<file path="src/rtl/ee_port_pkg.sv">
package ee_port_pkg;
  localparam int          IMG_WORDS = 64;
  localparam int          IMG_WW    = 16;
  localparam logic [15:0] IMG_SIG   = 16'h1234;

  // Built-in image contents without the checksum word.
  function automatic logic [15:0] dflt_raw(input int idx);
    logic [15:0] w;
    if (idx < 16)       w = 16'h0057;
    else if (idx == 32) w = 16'h0F07;  // adapter id 7, mode 0x0F
    else if (idx == 33) w = 16'h0400;  // tag count 4 in high byte
    else if (idx == 34) w = 16'h0007;  // option bits
    else                w = 16'h0000;
    return w;
  endfunction

  // Checksum word that makes the whole image sum to the signature.
  function automatic logic [15:0] dflt_ck(input int words);
    logic [15:0] s;
    s = '0;
    for (int i = 0; i < words - 1; i++) s = s + dflt_raw(i);
    return IMG_SIG - s;
  endfunction
endpackage

</file>
<file path="src/rtl/ee_pin_ctrl.sv">
module ee_pin_ctrl #(
  parameter int               AW        = 8,
  parameter int               DW        = 32,
  parameter logic [AW-1:0]    SEL_OFF   = 8'h80,
  parameter logic [AW-1:0]    DESEL_OFF = 8'hC0,
  parameter int               SK_BIT    = 7,
  parameter int               DI_BIT    = 6
) (
  input  logic          clk,
  input  logic          rst,
  input  logic          wr_en,
  input  logic [AW-1:0] wr_addr,
  input  logic [DW-1:0] wr_data,
  output logic          ee_cs,
  output logic          ee_sk,
  output logic          ee_di,
  output logic          fwd_en,
  output logic [AW-1:0] fwd_addr,
  output logic [DW-1:0] fwd_data
);
  logic hit_sel, hit_desel;
  assign hit_sel   = wr_en && (wr_addr == SEL_OFF);
  assign hit_desel = wr_en && (wr_addr == DESEL_OFF);

  always_ff @(posedge clk) begin
    if (rst) begin
      ee_cs <= 1'b0;
      ee_sk <= 1'b0;
      ee_di <= 1'b0;
    end else if (hit_sel) begin
      ee_cs <= 1'b1;
      ee_sk <= wr_data[SK_BIT];
      ee_di <= wr_data[DI_BIT];
    end else if (hit_desel) begin
      ee_cs <= 1'b0;
      ee_sk <= 1'b0;
      ee_di <= 1'b0;
    end
  end

  always_ff @(posedge clk) begin
    if (rst) begin
      fwd_en   <= 1'b0;
      fwd_addr <= '0;
      fwd_data <= '0;
    end else begin
      fwd_en <= wr_en && !hit_sel && !hit_desel;
      if (wr_en) begin
        fwd_addr <= wr_addr;
        fwd_data <= wr_data;
      end
    end
  end

  a_r2_sel_drive: assert property (@(posedge clk) disable iff (rst)
    ($past(!rst) && $past(wr_en) && $past(wr_addr) == SEL_OFF) |->
      (ee_cs && ee_sk == $past(wr_data[SK_BIT]) && ee_di == $past(wr_data[DI_BIT]) && !fwd_en));

  a_r3_desel_drive: assert property (@(posedge clk) disable iff (rst)
    ($past(!rst) && $past(wr_en) && $past(wr_addr) == DESEL_OFF) |->
      (!ee_cs && !ee_sk && !ee_di && !fwd_en));

  a_r5_pins_hold: assert property (@(posedge clk) disable iff (rst)
    ($past(!rst) && !$past(wr_en)) |-> $stable({ee_cs, ee_sk, ee_di}));

  a_r4_forward: assert property (@(posedge clk) disable iff (rst)
    fwd_en |-> (fwd_addr != SEL_OFF && fwd_addr != DESEL_OFF));
endmodule

</file>
<file path="src/rtl/ee_rd_gate.sv">
module ee_rd_gate #(
  parameter int            AW        = 8,
  parameter int            DW        = 32,
  parameter logic [AW-1:0] GATE_OFF  = 8'h00,
  parameter int            GATE_BITS = 8
) (
  input  logic          clk,
  input  logic          rst,
  input  logic          rd_en,
  input  logic [AW-1:0] rd_addr,
  input  logic          rd_byte,
  input  logic [DW-1:0] rd_raw,
  input  logic          ee_do,
  output logic          rd_valid,
  output logic [DW-1:0] rd_data
);
  localparam logic [DW-1:0] KEEP_MASK = ~{{(DW-GATE_BITS){1'b0}}, {GATE_BITS{1'b1}}};

  logic gate;
  assign gate = rd_byte && (rd_addr == GATE_OFF) && !ee_do;

  always_ff @(posedge clk) begin
    if (rst) begin
      rd_valid <= 1'b0;
      rd_data  <= '0;
    end else begin
      rd_valid <= rd_en;
      if (rd_en) rd_data <= gate ? (rd_raw & KEEP_MASK) : rd_raw;
    end
  end

  a_r6_gated_low: assert property (@(posedge clk) disable iff (rst)
    ($past(!rst) && $past(rd_en) && $past(rd_byte) && $past(rd_addr) == GATE_OFF && !$past(ee_do))
      |-> (rd_valid && rd_data[GATE_BITS-1:0] == '0));

  a_r7_pass: assert property (@(posedge clk) disable iff (rst)
    ($past(!rst) && $past(rd_en) && $past(ee_do)) |-> (rd_valid && rd_data == $past(rd_raw)));
endmodule

</file>
<file path="src/rtl/ee_img_checksum.sv">
module ee_img_checksum
  import ee_port_pkg::*;
#(
  parameter int          WORDS = IMG_WORDS,
  parameter int          WW    = IMG_WW,
  parameter logic [15:0] SIG   = IMG_SIG,
  localparam int         IW    = $clog2(WORDS)
) (
  input  logic          clk,
  input  logic          rst,
  input  logic          start,
  input  logic          use_dflt,
  output logic [IW-1:0] img_addr,
  input  logic [WW-1:0] img_data,
  output logic          busy,
  output logic          done,
  output logic          ok
);
  localparam logic [IW-1:0] LAST  = IW'(WORDS - 1);
  localparam logic [15:0]   DFLT_CK = dflt_ck(WORDS);

  logic [IW-1:0] rd_idx;
  logic          issuing, pend, pend_last, dflt_sel;
  logic [WW-1:0] sum, dflt_q, word_in, sum_nx;

  assign img_addr = rd_idx;
  assign busy     = issuing || pend;
  assign word_in  = dflt_sel ? dflt_q : img_data;
  assign sum_nx   = sum + word_in;

  // Built-in image ROM with the same one-cycle latency as the external memory.
  always_ff @(posedge clk) begin
    if (rd_idx == LAST) dflt_q <= WW'(DFLT_CK);
    else                dflt_q <= WW'(dflt_raw(int'(rd_idx)));
  end

  always_ff @(posedge clk) begin
    if (rst) begin
      rd_idx    <= '0;
      issuing   <= 1'b0;
      pend      <= 1'b0;
      pend_last <= 1'b0;
      dflt_sel  <= 1'b0;
      sum       <= '0;
      done      <= 1'b0;
      ok        <= 1'b0;
    end else begin
      pend      <= issuing;
      pend_last <= issuing && (rd_idx == LAST);
      if (start && !busy) begin
        rd_idx   <= '0;
        issuing  <= 1'b1;
        dflt_sel <= use_dflt;
        sum      <= '0;
        done     <= 1'b0;
        ok       <= 1'b0;
      end else if (issuing) begin
        if (rd_idx == LAST) issuing <= 1'b0;
        else                rd_idx  <= rd_idx + 1'b1;
      end
      if (pend) begin
        sum <= sum_nx;
        if (pend_last) begin
          done <= 1'b1;
          ok   <= (16'(sum_nx) == SIG);
        end
      end
    end
  end

  a_r8_done_idle: assert property (@(posedge clk) disable iff (rst)
    done |-> !busy);

  a_r11_done_hold: assert property (@(posedge clk) disable iff (rst)
    ($past(!rst) && $past(done) && !$past(start && !busy)) |-> done);

  a_r8_addr_step: assert property (@(posedge clk) disable iff (rst)
    ($past(!rst) && $past(issuing) && issuing) |-> (img_addr == $past(img_addr) + 1'b1));

  a_r9_ok_with_done: assert property (@(posedge clk) disable iff (rst)
    ok |-> done);
endmodule

</file>
<file path="src/rtl/cfg_eeprom_port.sv">
module cfg_eeprom_port
  import ee_port_pkg::*;
#(
  parameter int AW = 8,
  parameter int DW = 32,
  parameter int WORDS = IMG_WORDS,
  parameter int WW = IMG_WW,
  localparam int IW = $clog2(WORDS)
) (
  input  logic          clk,
  input  logic          rst,
  input  logic          cfg_wr_en,
  input  logic [AW-1:0] cfg_wr_addr,
  input  logic [DW-1:0] cfg_wr_data,
  output logic          fwd_wr_en,
  output logic [AW-1:0] fwd_wr_addr,
  output logic [DW-1:0] fwd_wr_data,
  input  logic          cfg_rd_en,
  input  logic [AW-1:0] cfg_rd_addr,
  input  logic          cfg_rd_byte,
  input  logic [DW-1:0] cfg_rd_raw,
  output logic          rd_valid,
  output logic [DW-1:0] rd_data,
  output logic          ee_cs,
  output logic          ee_sk,
  output logic          ee_di,
  input  logic          ee_do,
  input  logic          chk_start,
  input  logic          chk_use_dflt,
  output logic [IW-1:0] img_addr,
  input  logic [WW-1:0] img_data,
  output logic          chk_busy,
  output logic          chk_done,
  output logic          chk_ok
);
  ee_pin_ctrl #(.AW(AW), .DW(DW)) u_pins (
    .clk(clk), .rst(rst),
    .wr_en(cfg_wr_en), .wr_addr(cfg_wr_addr), .wr_data(cfg_wr_data),
    .ee_cs(ee_cs), .ee_sk(ee_sk), .ee_di(ee_di),
    .fwd_en(fwd_wr_en), .fwd_addr(fwd_wr_addr), .fwd_data(fwd_wr_data)
  );

  ee_rd_gate #(.AW(AW), .DW(DW)) u_rd (
    .clk(clk), .rst(rst),
    .rd_en(cfg_rd_en), .rd_addr(cfg_rd_addr), .rd_byte(cfg_rd_byte),
    .rd_raw(cfg_rd_raw), .ee_do(ee_do),
    .rd_valid(rd_valid), .rd_data(rd_data)
  );

  ee_img_checksum #(.WORDS(WORDS), .WW(WW)) u_chk (
    .clk(clk), .rst(rst),
    .start(chk_start), .use_dflt(chk_use_dflt),
    .img_addr(img_addr), .img_data(img_data),
    .busy(chk_busy), .done(chk_done), .ok(chk_ok)
  );

  a_r1_reset_quiet: assert property (@(posedge clk)
    $past(rst) |-> (!ee_cs && !ee_sk && !ee_di && !fwd_wr_en && !rd_valid && !chk_done));
endmodule

</file>
<file path="config.mk">
export PLATFORM = sky130hd
export DESIGN_NAME = cfg_eeprom_port
export DESIGN_NICKNAME = d
export VERILOG_FILES = /design/src/rtl/ee_port_pkg.sv /design/src/rtl/ee_pin_ctrl.sv /design/src/rtl/ee_rd_gate.sv /design/src/rtl/ee_img_checksum.sv /design/src/rtl/cfg_eeprom_port.sv
export SDC_FILE = /design/constraint.sdc
export NUM_CORES = 1
export LEC_CHECK = 0
export BUFFER_PORTS_ARGS = -buffer_cell sky130_fd_sc_hd__buf_4
export CORE_MARGIN = 2
export CORE_UTILIZATION = 30
export DETAILED_ROUTE_END_ITERATION = 10
export GPL_TIMING_DRIVEN = 0
export SYNTH_ARGS = -nofsm -noshare
export SYNTH_HDL_FRONTEND = slang
export SYNTH_HIERARCHICAL = 1
export SYNTH_SLANG_ARGS = --single-unit
</file>
<file path="constraint.sdc">
create_clock -name clk -period 3.36 [get_ports clk]
set_clock_uncertainty 0.15 [all_clocks]
set_input_delay 0.672 -clock clk [delete_from_list [all_inputs] [get_ports clk]]
set_output_delay 0.672 -clock clk [all_outputs]
set_load 0.02 [all_outputs]
</file>
==> impl_metrics.toml <==
[worst_setup_path]
worst-path-buf-inv = 1
r2r-end = "u_chk/ok$_SDFF_PP0_"
ff2ff_setup_slack_ps = 30
worstPathArrival_ps = 3510
cp-end-kind = "flip-flop"
cpPeakStageDelay_ps = 540
cp.required_ps = 3540
crit_type = "flip-flop to flip-flop"
worstPathMaxFanout = 8
path_cells = "buf_8 > mux2_4 > ha_4 > fa_2 > a21oi_2 > o221a_2 > o21ai_2 > xor2_1 > or4_4 > nor4_4 > nand4_1 > o31ai_2"
crit_slowest_cell = "or4_4"
cp-start-kind = "flip-flop"
cp_top_family = "simple AND/OR/NAND/NOR gates"
r2r-start = "u_chk/dflt_sel$_SDFFE_PP0P_"
r2r_cells = 12

[detailed_routing]
drtPass1Iterations = 4
drtIter0Drc = 235
avgRoutedWirePerCell_um = 14.50
vias = 4403
ant_nets = 0
viasPerCell = 4.511
drcViolationCount = 0
routed_wl_um = 14160

[worst_hold_path]
min_from = "u_chk/done$_SDFF_PP0_"
hold_path_depth = 2
whs_endpoint = "u_chk/done$_SDFF_PP0_"
min_path_type = "flip-flop to flip-flop"

[layout]
syn2layout_area_growth_pct = 47.18
diodes = 0
layout.nets = 867
final_cell_mix = "buf_4, dfxtp_1, nor2_1"
fillCellCount = 1638
drive_above_1_share = 0.3585
final_common_cell = "buf_4"

[logic_synthesis]
ys_seq_area_frac = 0.4504
synthCells = 527
synth.area.top_cells = "dfxtp_1, mux2i_1, nor2_1, ha_1, a21oi_1"
yosys.area.top_type = "dfxtp_1"
yosysWarnings = 6
postSynth.asyncResetShare = 0
syn_area_um2 = 5022
ys.flop_type = "dfxtp_1"
synth_nets = 651
syn_area_per_cell_um2 = 9.530
synth_seq_cells = 113
synth-edff-count = 0
netlist.area_leader.share = 0.4504
synth.distinct_cells = 56

[power_and_ir_drop]
intPower_uw = 2729
switching_share = 0.2683
p_comb_frac = 0.163
p_switching_uw = 1001
irDropWorstVdd_mv = 0.3367
pwr-share-clk = 0.451
power_density_nw_per_um2 = 504.7
leakage_uw = 0.003478
seqPwrFrac = 0.386
total_power_uw = 3730

[timing]
finalCriticalPeriod_ps = 3335
fin_setup_tns_ps = 0
setup_viol = 0
relSlewSlack = 0.5571
finalHoldViolCount = 0
tightest_slew_ps = 664.3
rsz0062_at_grt = "yes"
timing.fmax_ghz = 0.2999
finalCritPeriodShare = 0.9925
maxSlewViolCount = 0

[global_route]
top_usage_layer = "met2"
grt_util_met1 = 0.1925
grt-ovfl-total = 0
met3_usage = 0.05403
grtUsageMet2 = 0.2583
antenna_found_initial = 0
grt_pass1_wl_um = 21800
grt_pass1_vias = 4257
grt_max_degree = 17
grt.total_usage = 0.1564

[floorplanning]
die_w_um = 133.4
dieArea_um2 = 17790
initial_utilization = 0.3050
die_h_um = 133.4
core_um2 = 16470
ios = 190
row_count = 47

[clocking]
cts_tree = "yes"
cts_hold_buffers = 0
cts_buffers = 17
clkSinkCount = 113
clock_latency_ps = 410
clockBufferDepth = 2
htree_num_levels = 4
cts_root_buf = "clkbuf_16"
clk_pin_slew_ps = 50

[outcome]
outcome = "finished, final reports clean"

[job]
cap_violations = 0

[place]
dpl.hpwl_um = 10570
numPortBuffers = 187
gp_congestion = 0.8179
## registers in the layout (all words and copies together), names as in the netlist, 6 cells and up
name and count:
u_pins/fwd_data 32, u_rd/rd_data 32, u_chk/sum 16, u_chk/dflt_q 8, u_pins/fwd_addr 8, u_chk/img_addr 6
## repair_timing
| action | CTS | global route |
|---|---|---|
| endpoints found under the setup margin | 3 | 1 |
| pin swaps | 5 | 10 |
| resized for setup | 9 | 7 |
| buffers inserted | 6 | 4 |
## power by group through the flow
stage	clock network [uW]	registers (uW)	logic (uW)
6_report	1680	1440	609
5_1_grt	1800	1450	662
4_1_cts	1730	1440	603
3_5_place_dp	0	1470	588
3_3_place_gp	0	1470	588
2_1_floorplan	0	1530	269
## cell usage after synthesis, drive strengths merged, types with 2 or more instances
cell and count:
a21o 3, a31oi 2, ha 19, or2 4, nor2b 5, nor3 2, xnor2 13, a211oi 2
nand2b 11, buf 10, nor2 108, nand4 3, and3 2, a21oi 25, o21a 3, o31ai 2
xor2 6, inv 17, clkbuf 18, dfxtp 113, nand2 21, nor4 4, nor4b 2, a22oi 13
mux2i 67, nand3 5, mux2 6, o21ai 17, a31o 8, o21bai 3
## routing by layer
layer	part of all wire	vias up
met4	0.0083	0
met5	0	-
met1	0.44	1983
li1	-	2248
met2	0.48	160
met3	0.073	12
## worst max-delay path by stage
stage / start / end / slack [ps] / cells after the start
2_1_floorplan: img_data[0] / u_chk/ok$_SDFF_PP0_ / 20 / 11
3_3_place_gp: img_data[0] / u_chk/ok$_SDFF_PP0_ / -330 / 12
3_5_place_dp: img_data[0] / u_chk/ok$_SDFF_PP0_ / -330 / 12
4_1_cts: u_chk/dflt_sel$_SDFFE_PP0P_ / u_chk/ok$_SDFF_PP0_ / 0.5 / 12
5_1_grt: u_chk/dflt_sel$_SDFFE_PP0P_ / u_chk/ok$_SDFF_PP0_ / -140 / 12
6_report: u_chk/dflt_sel$_SDFFE_PP0P_ / u_chk/ok$_SDFF_PP0_ / 30 / 12
## worst min-delay path, delay by kind of cell (launching register included)
family | cells | cell delay [ps]
simple gates | 1 | 40
compound gates | 1 | 50
flops | 1 | 330
## area by class of cell
| type | count | area [um^2] | share of cell area |
|---|---|---|---|
| Tap cell | 220 | 275.3 | 0.03724 |
| Clock buffer | 19 | 442.9 | 0.05992 |
| Clock inverter | 13 | 115.1 | 0.01557 |
| Multi-Input combinational cell | 369 | 2603 | 0.3521 |
| Inverter | 17 | 63.81 | 0.008632 |
| Sequential cell | 113 | 2263 | 0.3062 |
| Buffer | 28 | 150.1 | 0.02031 |
| Timing Repair Buffer | 197 | 1479 | 0.2001 |
## stage by stage
step	setup WS [ps]	utilization	cell area, um^2	hold slack [ps]	instances
final	25.25	0.4489	7392	306.5	976
after global routing	-140.5	0.4489	7392	339.2	976
after CTS	0.4587	0.4458	7341	312.5	972
after detailed placement	-332.6	0.4072	6705	300.3	934
after global placement	-333.3	0.4072	6705	287.9	934
after floorplan	15.67	-	5026	311.0	527
## cells by family after synthesis
family	synth area share
AOI/OAI and AO/OA	0.1141
adders and majority gates	0.05132
buffers and inverters	0.03961
xor gates and xnor gates	0.03313
DFF	0.4504
muxes	0.1477
and+or+nand+nor	0.1637
(Power assumes the default switching activity.)
